File: src/rtl/rate_timer_pkg.sv
// Shared types for the rate generator channel: control byte layout,
// access-order codes and the byte phase of the count loader.
package rate_timer_pkg;

    typedef enum logic [1:0] {
        ACC_LATCH = 2'b00,
        ACC_LOW   = 2'b01,
        ACC_HIGH  = 2'b10,
        ACC_BOTH  = 2'b11
    } access_e;

    typedef struct packed {
        logic [1:0] chan;
        access_e    access;
        logic [2:0] mode;
        logic       bcd;
    } ctrl_byte_t;

    typedef enum logic {
        PH_LOW  = 1'b0,
        PH_HIGH = 1'b1
    } byte_phase_e;

endpackage

File: src/rtl/rtc_ctrl_port.sv
// Control and data port decoder.
// Decodes control bytes addressed to this channel, arms the count loader
// only for the rate-generator / two-byte / binary setting, and assembles
// the count from a low byte followed by a high byte.
// Assumes at most one write per clock and a control byte in wr_data[7:0].
module rtc_ctrl_port
    import rate_timer_pkg::*;
#(
    parameter int BYTE_W       = 8,
    parameter int CHAN_ID      = 0,
    parameter bit ACCEPT_ALIAS = 1'b1
) (
    input  logic                  clk,
    input  logic                  rst_n,
    input  logic                  sel_ctrl,
    input  logic [BYTE_W-1:0]     wr_data,
    input  logic                  wr_en,
    output logic                  halt,
    output logic                  load_stb,
    output logic [2*BYTE_W-1:0]   reload_val
);

    ctrl_byte_t          cbyte;
    logic                ctrl_hit;
    logic                data_wr;
    logic                mode_ok;
    logic                cfg_ok;
    logic                armed_q;
    byte_phase_e         phase_q;
    logic [BYTE_W-1:0]   low_q;

    assign cbyte    = ctrl_byte_t'(wr_data[7:0]);
    assign ctrl_hit = wr_en && sel_ctrl && (cbyte.chan == 2'(CHAN_ID));
    assign data_wr  = wr_en && !sel_ctrl;

    // Pick the accepted mode encodings: alias form or strict form
    generate
        if (ACCEPT_ALIAS) begin : g_alias_mode
            assign mode_ok = (cbyte.mode[1:0] == 2'b10);
        end else begin : g_strict_mode
            assign mode_ok = (cbyte.mode == 3'b010);
        end
    endgenerate

    assign cfg_ok   = mode_ok && (cbyte.access == ACC_BOTH) && !cbyte.bcd;
    assign halt     = ctrl_hit;
    assign load_stb = data_wr && armed_q && (phase_q == PH_HIGH);

    // Track the arm state, the byte phase and the staged count
    always_ff @(posedge clk) begin
        if (!rst_n) begin
            armed_q    <= 1'b0;
            phase_q    <= PH_LOW;
            low_q      <= '0;
            reload_val <= '0;
        end else if (ctrl_hit) begin
            armed_q <= cfg_ok;
            phase_q <= PH_LOW;
        end else if (data_wr && armed_q) begin
            if (phase_q == PH_LOW) begin
                low_q   <= wr_data;
                phase_q <= PH_HIGH;
            end else begin
                reload_val <= {wr_data, low_q};
                phase_q    <= PH_LOW;
            end
        end
    end

    // data writes while disarmed leave the count untouched
    p_disarmed_ignored_r3: assert property (@(posedge clk) disable iff (!rst_n)
        (data_wr && !armed_q) |=> $stable(reload_val));

    // a low-byte write never changes the reload value
    p_low_byte_holds_r4: assert property (@(posedge clk) disable iff (!rst_n)
        (data_wr && armed_q && phase_q == PH_LOW) |=> $stable(reload_val));

    // a control byte for another channel leaves arm state and phase alone
    p_foreign_chan_r2: assert property (@(posedge clk) disable iff (!rst_n)
        (wr_en && sel_ctrl && cbyte.chan != 2'(CHAN_ID)) |=> ($stable(armed_q) && $stable(phase_q)));

endmodule

File: src/rtl/rtc_reload_counter.sv
// Mode-2 reload down-counter.
// A start request arms a pending load. The next enabled tick copies the
// reload value into the counter, and later ticks count down. When the count
// reaches 1 the output goes low for one tick, then the counter reloads and
// the output returns high. A count of zero wraps, giving 2**CNT_W ticks.
// A halt request clears all activity and forces the output high.
module rtc_reload_counter #(
    parameter int CNT_W = 16
) (
    input  logic             clk,
    input  logic             rst_n,
    input  logic             tick,
    input  logic             halt,
    input  logic             start,
    input  logic [CNT_W-1:0] reload_val,
    output logic             out_q
);

    localparam logic [CNT_W-1:0] ONE = CNT_W'(1);

    logic [CNT_W-1:0] cnt_q;
    logic [CNT_W-1:0] cnt_next;
    logic             running_q;
    logic             pend_q;

    // Next count value: reload at terminal count, otherwise step down
    always_comb begin
        cnt_next = (cnt_q == ONE) ? reload_val : cnt_q - ONE;
    end

    // Sequence the pending load, the countdown and the output pulse
    always_ff @(posedge clk) begin
        if (!rst_n) begin
            cnt_q     <= '0;
            running_q <= 1'b0;
            pend_q    <= 1'b0;
            out_q     <= 1'b1;
        end else if (halt) begin
            running_q <= 1'b0;
            pend_q    <= 1'b0;
            out_q     <= 1'b1;
        end else begin
            if (tick && pend_q) begin
                cnt_q     <= reload_val;
                running_q <= 1'b1;
                pend_q    <= 1'b0;
                out_q     <= 1'b1;
            end else if (tick && running_q) begin
                cnt_q <= cnt_next;
                out_q <= (cnt_next != ONE);
            end
            if (start && !running_q && !pend_q) begin
                pend_q <= 1'b1;
            end
        end
    end

    // an idle channel always drives its output high
    p_idle_high_r8: assert property (@(posedge clk) disable iff (!rst_n)
        !running_q |-> out_q);

    // a halt request leaves the channel stopped with its output high
    p_halt_stops_r8: assert property (@(posedge clk) disable iff (!rst_n)
        halt |=> (!running_q && out_q));

    // a low output lasts a single tick when the period exceeds one
    p_single_low_r5: assert property (@(posedge clk) disable iff (!rst_n)
        (running_q && tick && !out_q && reload_val != ONE) |=> out_q);

    // away from terminal count the counter steps down by exactly one
    p_step_down_r5: assert property (@(posedge clk) disable iff (!rst_n)
        (running_q && tick && !halt && cnt_q != ONE) |=> (cnt_q == $past(cnt_q) - ONE));

    // with no tick and no halt, counter and output hold
    p_freeze_r9: assert property (@(posedge clk) disable iff (!rst_n)
        (running_q && !tick && !halt) |=> ($stable(cnt_q) && $stable(out_q)));

endmodule

File: src/rtl/rate_timer_channel.sv
// Top of the rate generator channel: joins the port decoder to the reload
// counter. A control-port write halts the counter in the same edge, and a
// high-byte write requests a start in the same edge.
module rate_timer_channel #(
    parameter int BYTE_W       = 8,
    parameter int CHAN_ID      = 0,
    parameter bit ACCEPT_ALIAS = 1'b1
) (
    input  logic              clk,
    input  logic              rst_n,
    input  logic              sel_ctrl,
    input  logic [BYTE_W-1:0] wr_data,
    input  logic              wr_en,
    input  logic              cnt_en,
    output logic              tmr_out
);

    localparam int CNT_W = 2 * BYTE_W;

    logic             halt;
    logic             load_stb;
    logic [CNT_W-1:0] reload_val;

    rtc_ctrl_port #(
        .BYTE_W      (BYTE_W),
        .CHAN_ID     (CHAN_ID),
        .ACCEPT_ALIAS(ACCEPT_ALIAS)
    ) u_port (
        .clk       (clk),
        .rst_n     (rst_n),
        .sel_ctrl  (sel_ctrl),
        .wr_data   (wr_data),
        .wr_en     (wr_en),
        .halt      (halt),
        .load_stb  (load_stb),
        .reload_val(reload_val)
    );

    rtc_reload_counter #(
        .CNT_W(CNT_W)
    ) u_cnt (
        .clk       (clk),
        .rst_n     (rst_n),
        .tick      (cnt_en),
        .halt      (halt),
        .start     (load_stb),
        .reload_val(reload_val),
        .out_q     (tmr_out)
    );

endmodule

File: config.mk
export PLATFORM = sky130hd
export DESIGN_NAME = rate_timer_channel
export DESIGN_NICKNAME = d
export VERILOG_FILES = /design/src/rtl/rate_timer_pkg.sv /design/src/rtl/rtc_ctrl_port.sv /design/src/rtl/rtc_reload_counter.sv /design/src/rtl/rate_timer_channel.sv
export SDC_FILE = /design/constraint.sdc
export NUM_CORES = 1
export LEC_CHECK = 0
export ABC_CLOCK_PERIOD_IN_PS = 3900
export BUFFER_PORTS_ARGS = -buffer_cell sky130_fd_sc_hd__buf_2
export CAP_MARGIN = 20
export CORE_UTILIZATION = 55
export DETAILED_ROUTE_END_ITERATION = 8
export PLACE_DENSITY = 0.84
export SYNTH_ARGS = -nofsm -noshare
export SYNTH_HDL_FRONTEND = slang
export SYNTH_SLANG_ARGS = --single-unit
export TNS_END_PERCENT = 50
File: constraint.sdc
create_clock -name clk -period 3.9 [get_ports clk]
set_input_delay 0.78 -clock clk [delete_from_list [all_inputs] [get_ports clk]]
set_output_delay 0.78 -clock clk [all_outputs]
set_load 0.1 [all_outputs]
==> results.py <==
metrics = {
    "power_and_ir_drop": {
        "combPwrFrac": 0.024,
        "p_seq_frac": 0.575,
        "p_int_mw": 0.6124,
        "ir_drop_uv": 309.9,
        "leakagePower_nw": 0.9208,
        "swShare": 0.2331,
        "switchingPower_mw": 0.1861,
        "clockPowerShare": 0.401,
        "powerDensity_nw_per_um2": 324.6,
    },
    "layout": {
        "final_common_cell": "nand2_1",
        "fin_nets": 324,
        "multi_input_area_sq_um": 1305,
        "n_fill_cell": 376,
        "antenna_cells": 0,
        "drive_gt1_frac": 0.1032,
        "register_area_sq_um": 900.9,
        "final_cell_mix": "nand2_1, dfxtp_1, a21oi_1",
        "area_growth_pct": 6.156,
    },
    "placement": {
        "numPortBuffers": 13,
        "gp_congestion": 0.8851,
        "place_hpwl_microns": 3614,
        "place_ws_ps": 1216,
    },
    "synthesis": {
        "synth_area_sq_um": 2317,
        "ys_seq_area_frac": 0.3888,
        "ys_types": 47,
        "synth_enable_flop_cells": 0,
        "syn_nets": 321,
        "ys_warn_count": 0,
        "postSynthAreaPerCell_sq_um": 7.573,
        "synthCells": 306,
        "synthTopCellsByArea": "dfxtp_1, nand2_1, a21oi_1",
        "post-synth-top-area-cell": "dfxtp_1",
        "synth_seq_cells": 45,
        "async_flop_share": 0,
        "synth_top_area_frac": 0.3888,
        "synthFlopType": "dfxtp_1",
    },
    "clock_tree": {
        "cts_buffers": 5,
        "postCtsSetupBuffers": 0,
        "clkTransAtPathRegs_ps": 90,
        "cts_hold_buf": 0,
        "clk_path_buf_depth": 2,
        "root_buffer": "clkbuf_8",
        "clock_latency_ps": 310,
        "ctsResizeCount": 0,
        "cts_tree": "done",
        "cts.sink_count": 45,
        "cts_max_level": 2,
    },
    "global_route": {
        "busiest_layer": "met2",
        "use_met3": 0.07534,
        "grt_pass1_vias": 1868,
        "grt.met1_usage": 0.3229,
        "grt_start_max_net_pins": 36,
        "globalRouteOverflowTotal": 0,
        "grt_use_total": 0.2511,
        "antenna_found_initial": 0,
        "met2_usage": 0.3927,
        "grt_first_pass_wirelength_microns": 8335,
    },
    "sta": {
        "final.setup.worst_slack_ps": 1194,
        "finalSetupViolations": 0,
        "min_period_ps": 2706,
        "tightest_slew_ps": 916.3,
        "tns_ps": 0,
        "finalCritPeriodShare": 0.6940,
        "drv_slew": 0,
        "rsz0062_at_grt": "no",
        "clock.fmax_mhz": 369.5,
        "relSlewSlack": 0.3869,
        "finalHoldViolCount": 0,
        "fin_worst_skew_ps": 5.589,
    },
    "floorplan": {
        "core_sq_um": 4029,
        "rows": 23,
        "io-pin-count": 14,
        "fp.dieH_microns": 66.91,
        "die_area_sq_um": 4477,
        "start_util": 0.5752,
        "fp.dieW_microns": 66.91,
    },
    "drt": {
        "route.vias.total": 2109,
        "finalWirelength_microns": 5054,
        "via_per_inst": 5.858,
        "wl_per_cell_microns": 14.04,
        "drtAntennaViolNets": 0,
        "drt_iter0_drc": 173,
        "first_pass_iters": 4,
        "drcViolationCount": 0,
    },
    "min_path": {
        "holdPathStages": 2,
        "hold_class": "reg2reg",
    },
    "critical_path": {
        "crit_arrival_ps": 2910,
        "worstPathRequired_ps": 4100,
        "crit_fanout": 10,
        "critPathKind": "reg2reg",
        "worstSetupStartpointType": "register",
        "r2r_cells": 8,
        "endpoint_kind": "register",
    },
    "run_status": {
        "run_status": "finished clean",
    },
    "run": {
        "maxCapViolCount": 0,
    },
}
==> flip-flops by register name (all words and copies together) (netlist names) <==
| signal | count |
|---|---|
| u_cnt.cnt_q | 16 |
| u_cnt.pend_q | 1 |
| u_port.armed_q | 1 |
| u_port.low_q | 8 |
| u_cnt.running_q | 1 |
| u_cnt.out_q | 1 |
| u_port.phase_q | 1 |
| u_port.reload_val | 16 |
==> worst max-delay path, stage by stage, from the launching register on <==
cell and delay (ps):
dfxtp_1 430, ha_1 170, nor4b_1 560, nand4_2 350, nor4_1 270, a21oi_1 70, or3b_1 390, nor4_2 270
a21oi_1 90
==> cell usage after synthesis, types with 3 or more instances <==
| cell type | count |
|---|---|
| buf_6 | 3 |
| mux2i_1 | 3 |
| o211ai_1 | 5 |
| nand2_1 | 71 |
| nand3_1 | 5 |
| nor3_1 | 7 |
| dfxtp_1 | 45 |
| nor2_1 | 29 |
| a31oi_1 | 3 |
| or3_1 | 3 |
| nor4_1 | 7 |
| and2_1 | 3 |
| o21ai_0 | 12 |
| clkbuf_1 | 13 |
| xnor2_1 | 6 |
| a21oi_1 | 43 |
| xor2_1 | 4 |
| inv_1 | 4 |
==> cell type report <==
type                       count  share of cell area
sequential                    45              0.3662
timing repair buffer          14             0.02950
clock inverter                 2            0.007121
inverter                       5            0.007630
clock buffer                   6             0.03357
multi-input combinational    238              0.5305
tap                           50             0.02543
==> path summary, 6_finish.rpt <==
check                         end       startpoint  slack, ps
setup / recovery      u_cnt.out_q   u_cnt.cnt_q[0]       1190
hold / removal    u_port.low_q[3]  u_port.low_q[3]        460
setup reg to reg      u_cnt.out_q   u_cnt.cnt_q[0]       1190
hold reg to reg   u_port.low_q[3]  u_port.low_q[3]        460
==> cell families after synthesis <==
| logic type | Yosys count | synth area share |
|---|---|---|
| xor gates and xnor gates | 10 | 0.03780 |
| and+or+nand+nor | 147 | 0.3121 |
| DFF | 45 | 0.3888 |
| AOI/OAI and AO/OA | 76 | 0.1895 |
| muxes | 3 | 0.01296 |
| adders and majority gates | 2 | 0.01080 |
| buffers and inverters | 23 | 0.04805 |
==> stage by stage <==
stage                 util  power (mW)  instances  hold WS [ps]  cell area [sq um]
global route        0.6106      0.8241        360         477.3               2460
detailed placement  0.5857      0.4890        352         446.4               2360
finish              0.6106      0.7986        360         458.0               2460
floorplan                -      0.4778        306         432.1               2317
global placement    0.5857      0.4888        352         443.4               2360
CTS                 0.6106      0.8041        360         459.1               2460
==> power groups by stage <==
| stage | Sequential, mW | Combinational (mW) | Clock (mW) |
|---|---|---|---|
| global placement | 0.470 | 0.0189 | 0 |
| CTS | 0.459 | 0.0192 | 0.326 |
| global route | 0.459 | 0.0212 | 0.344 |
| floorplan | 0.470 | 0.00791 | 0 |
| finish | 0.459 | 0.0191 | 0.320 |
| detailed placement | 0.470 | 0.0191 | 0 |
==> layer usage <==
layer	routed length [microns]	part of all wire
met1	2345	0.46
met4	51	0.010
met3	382	0.076
met2	2275	0.45
met5	0	0
Power figures use the tool's default switching activity.
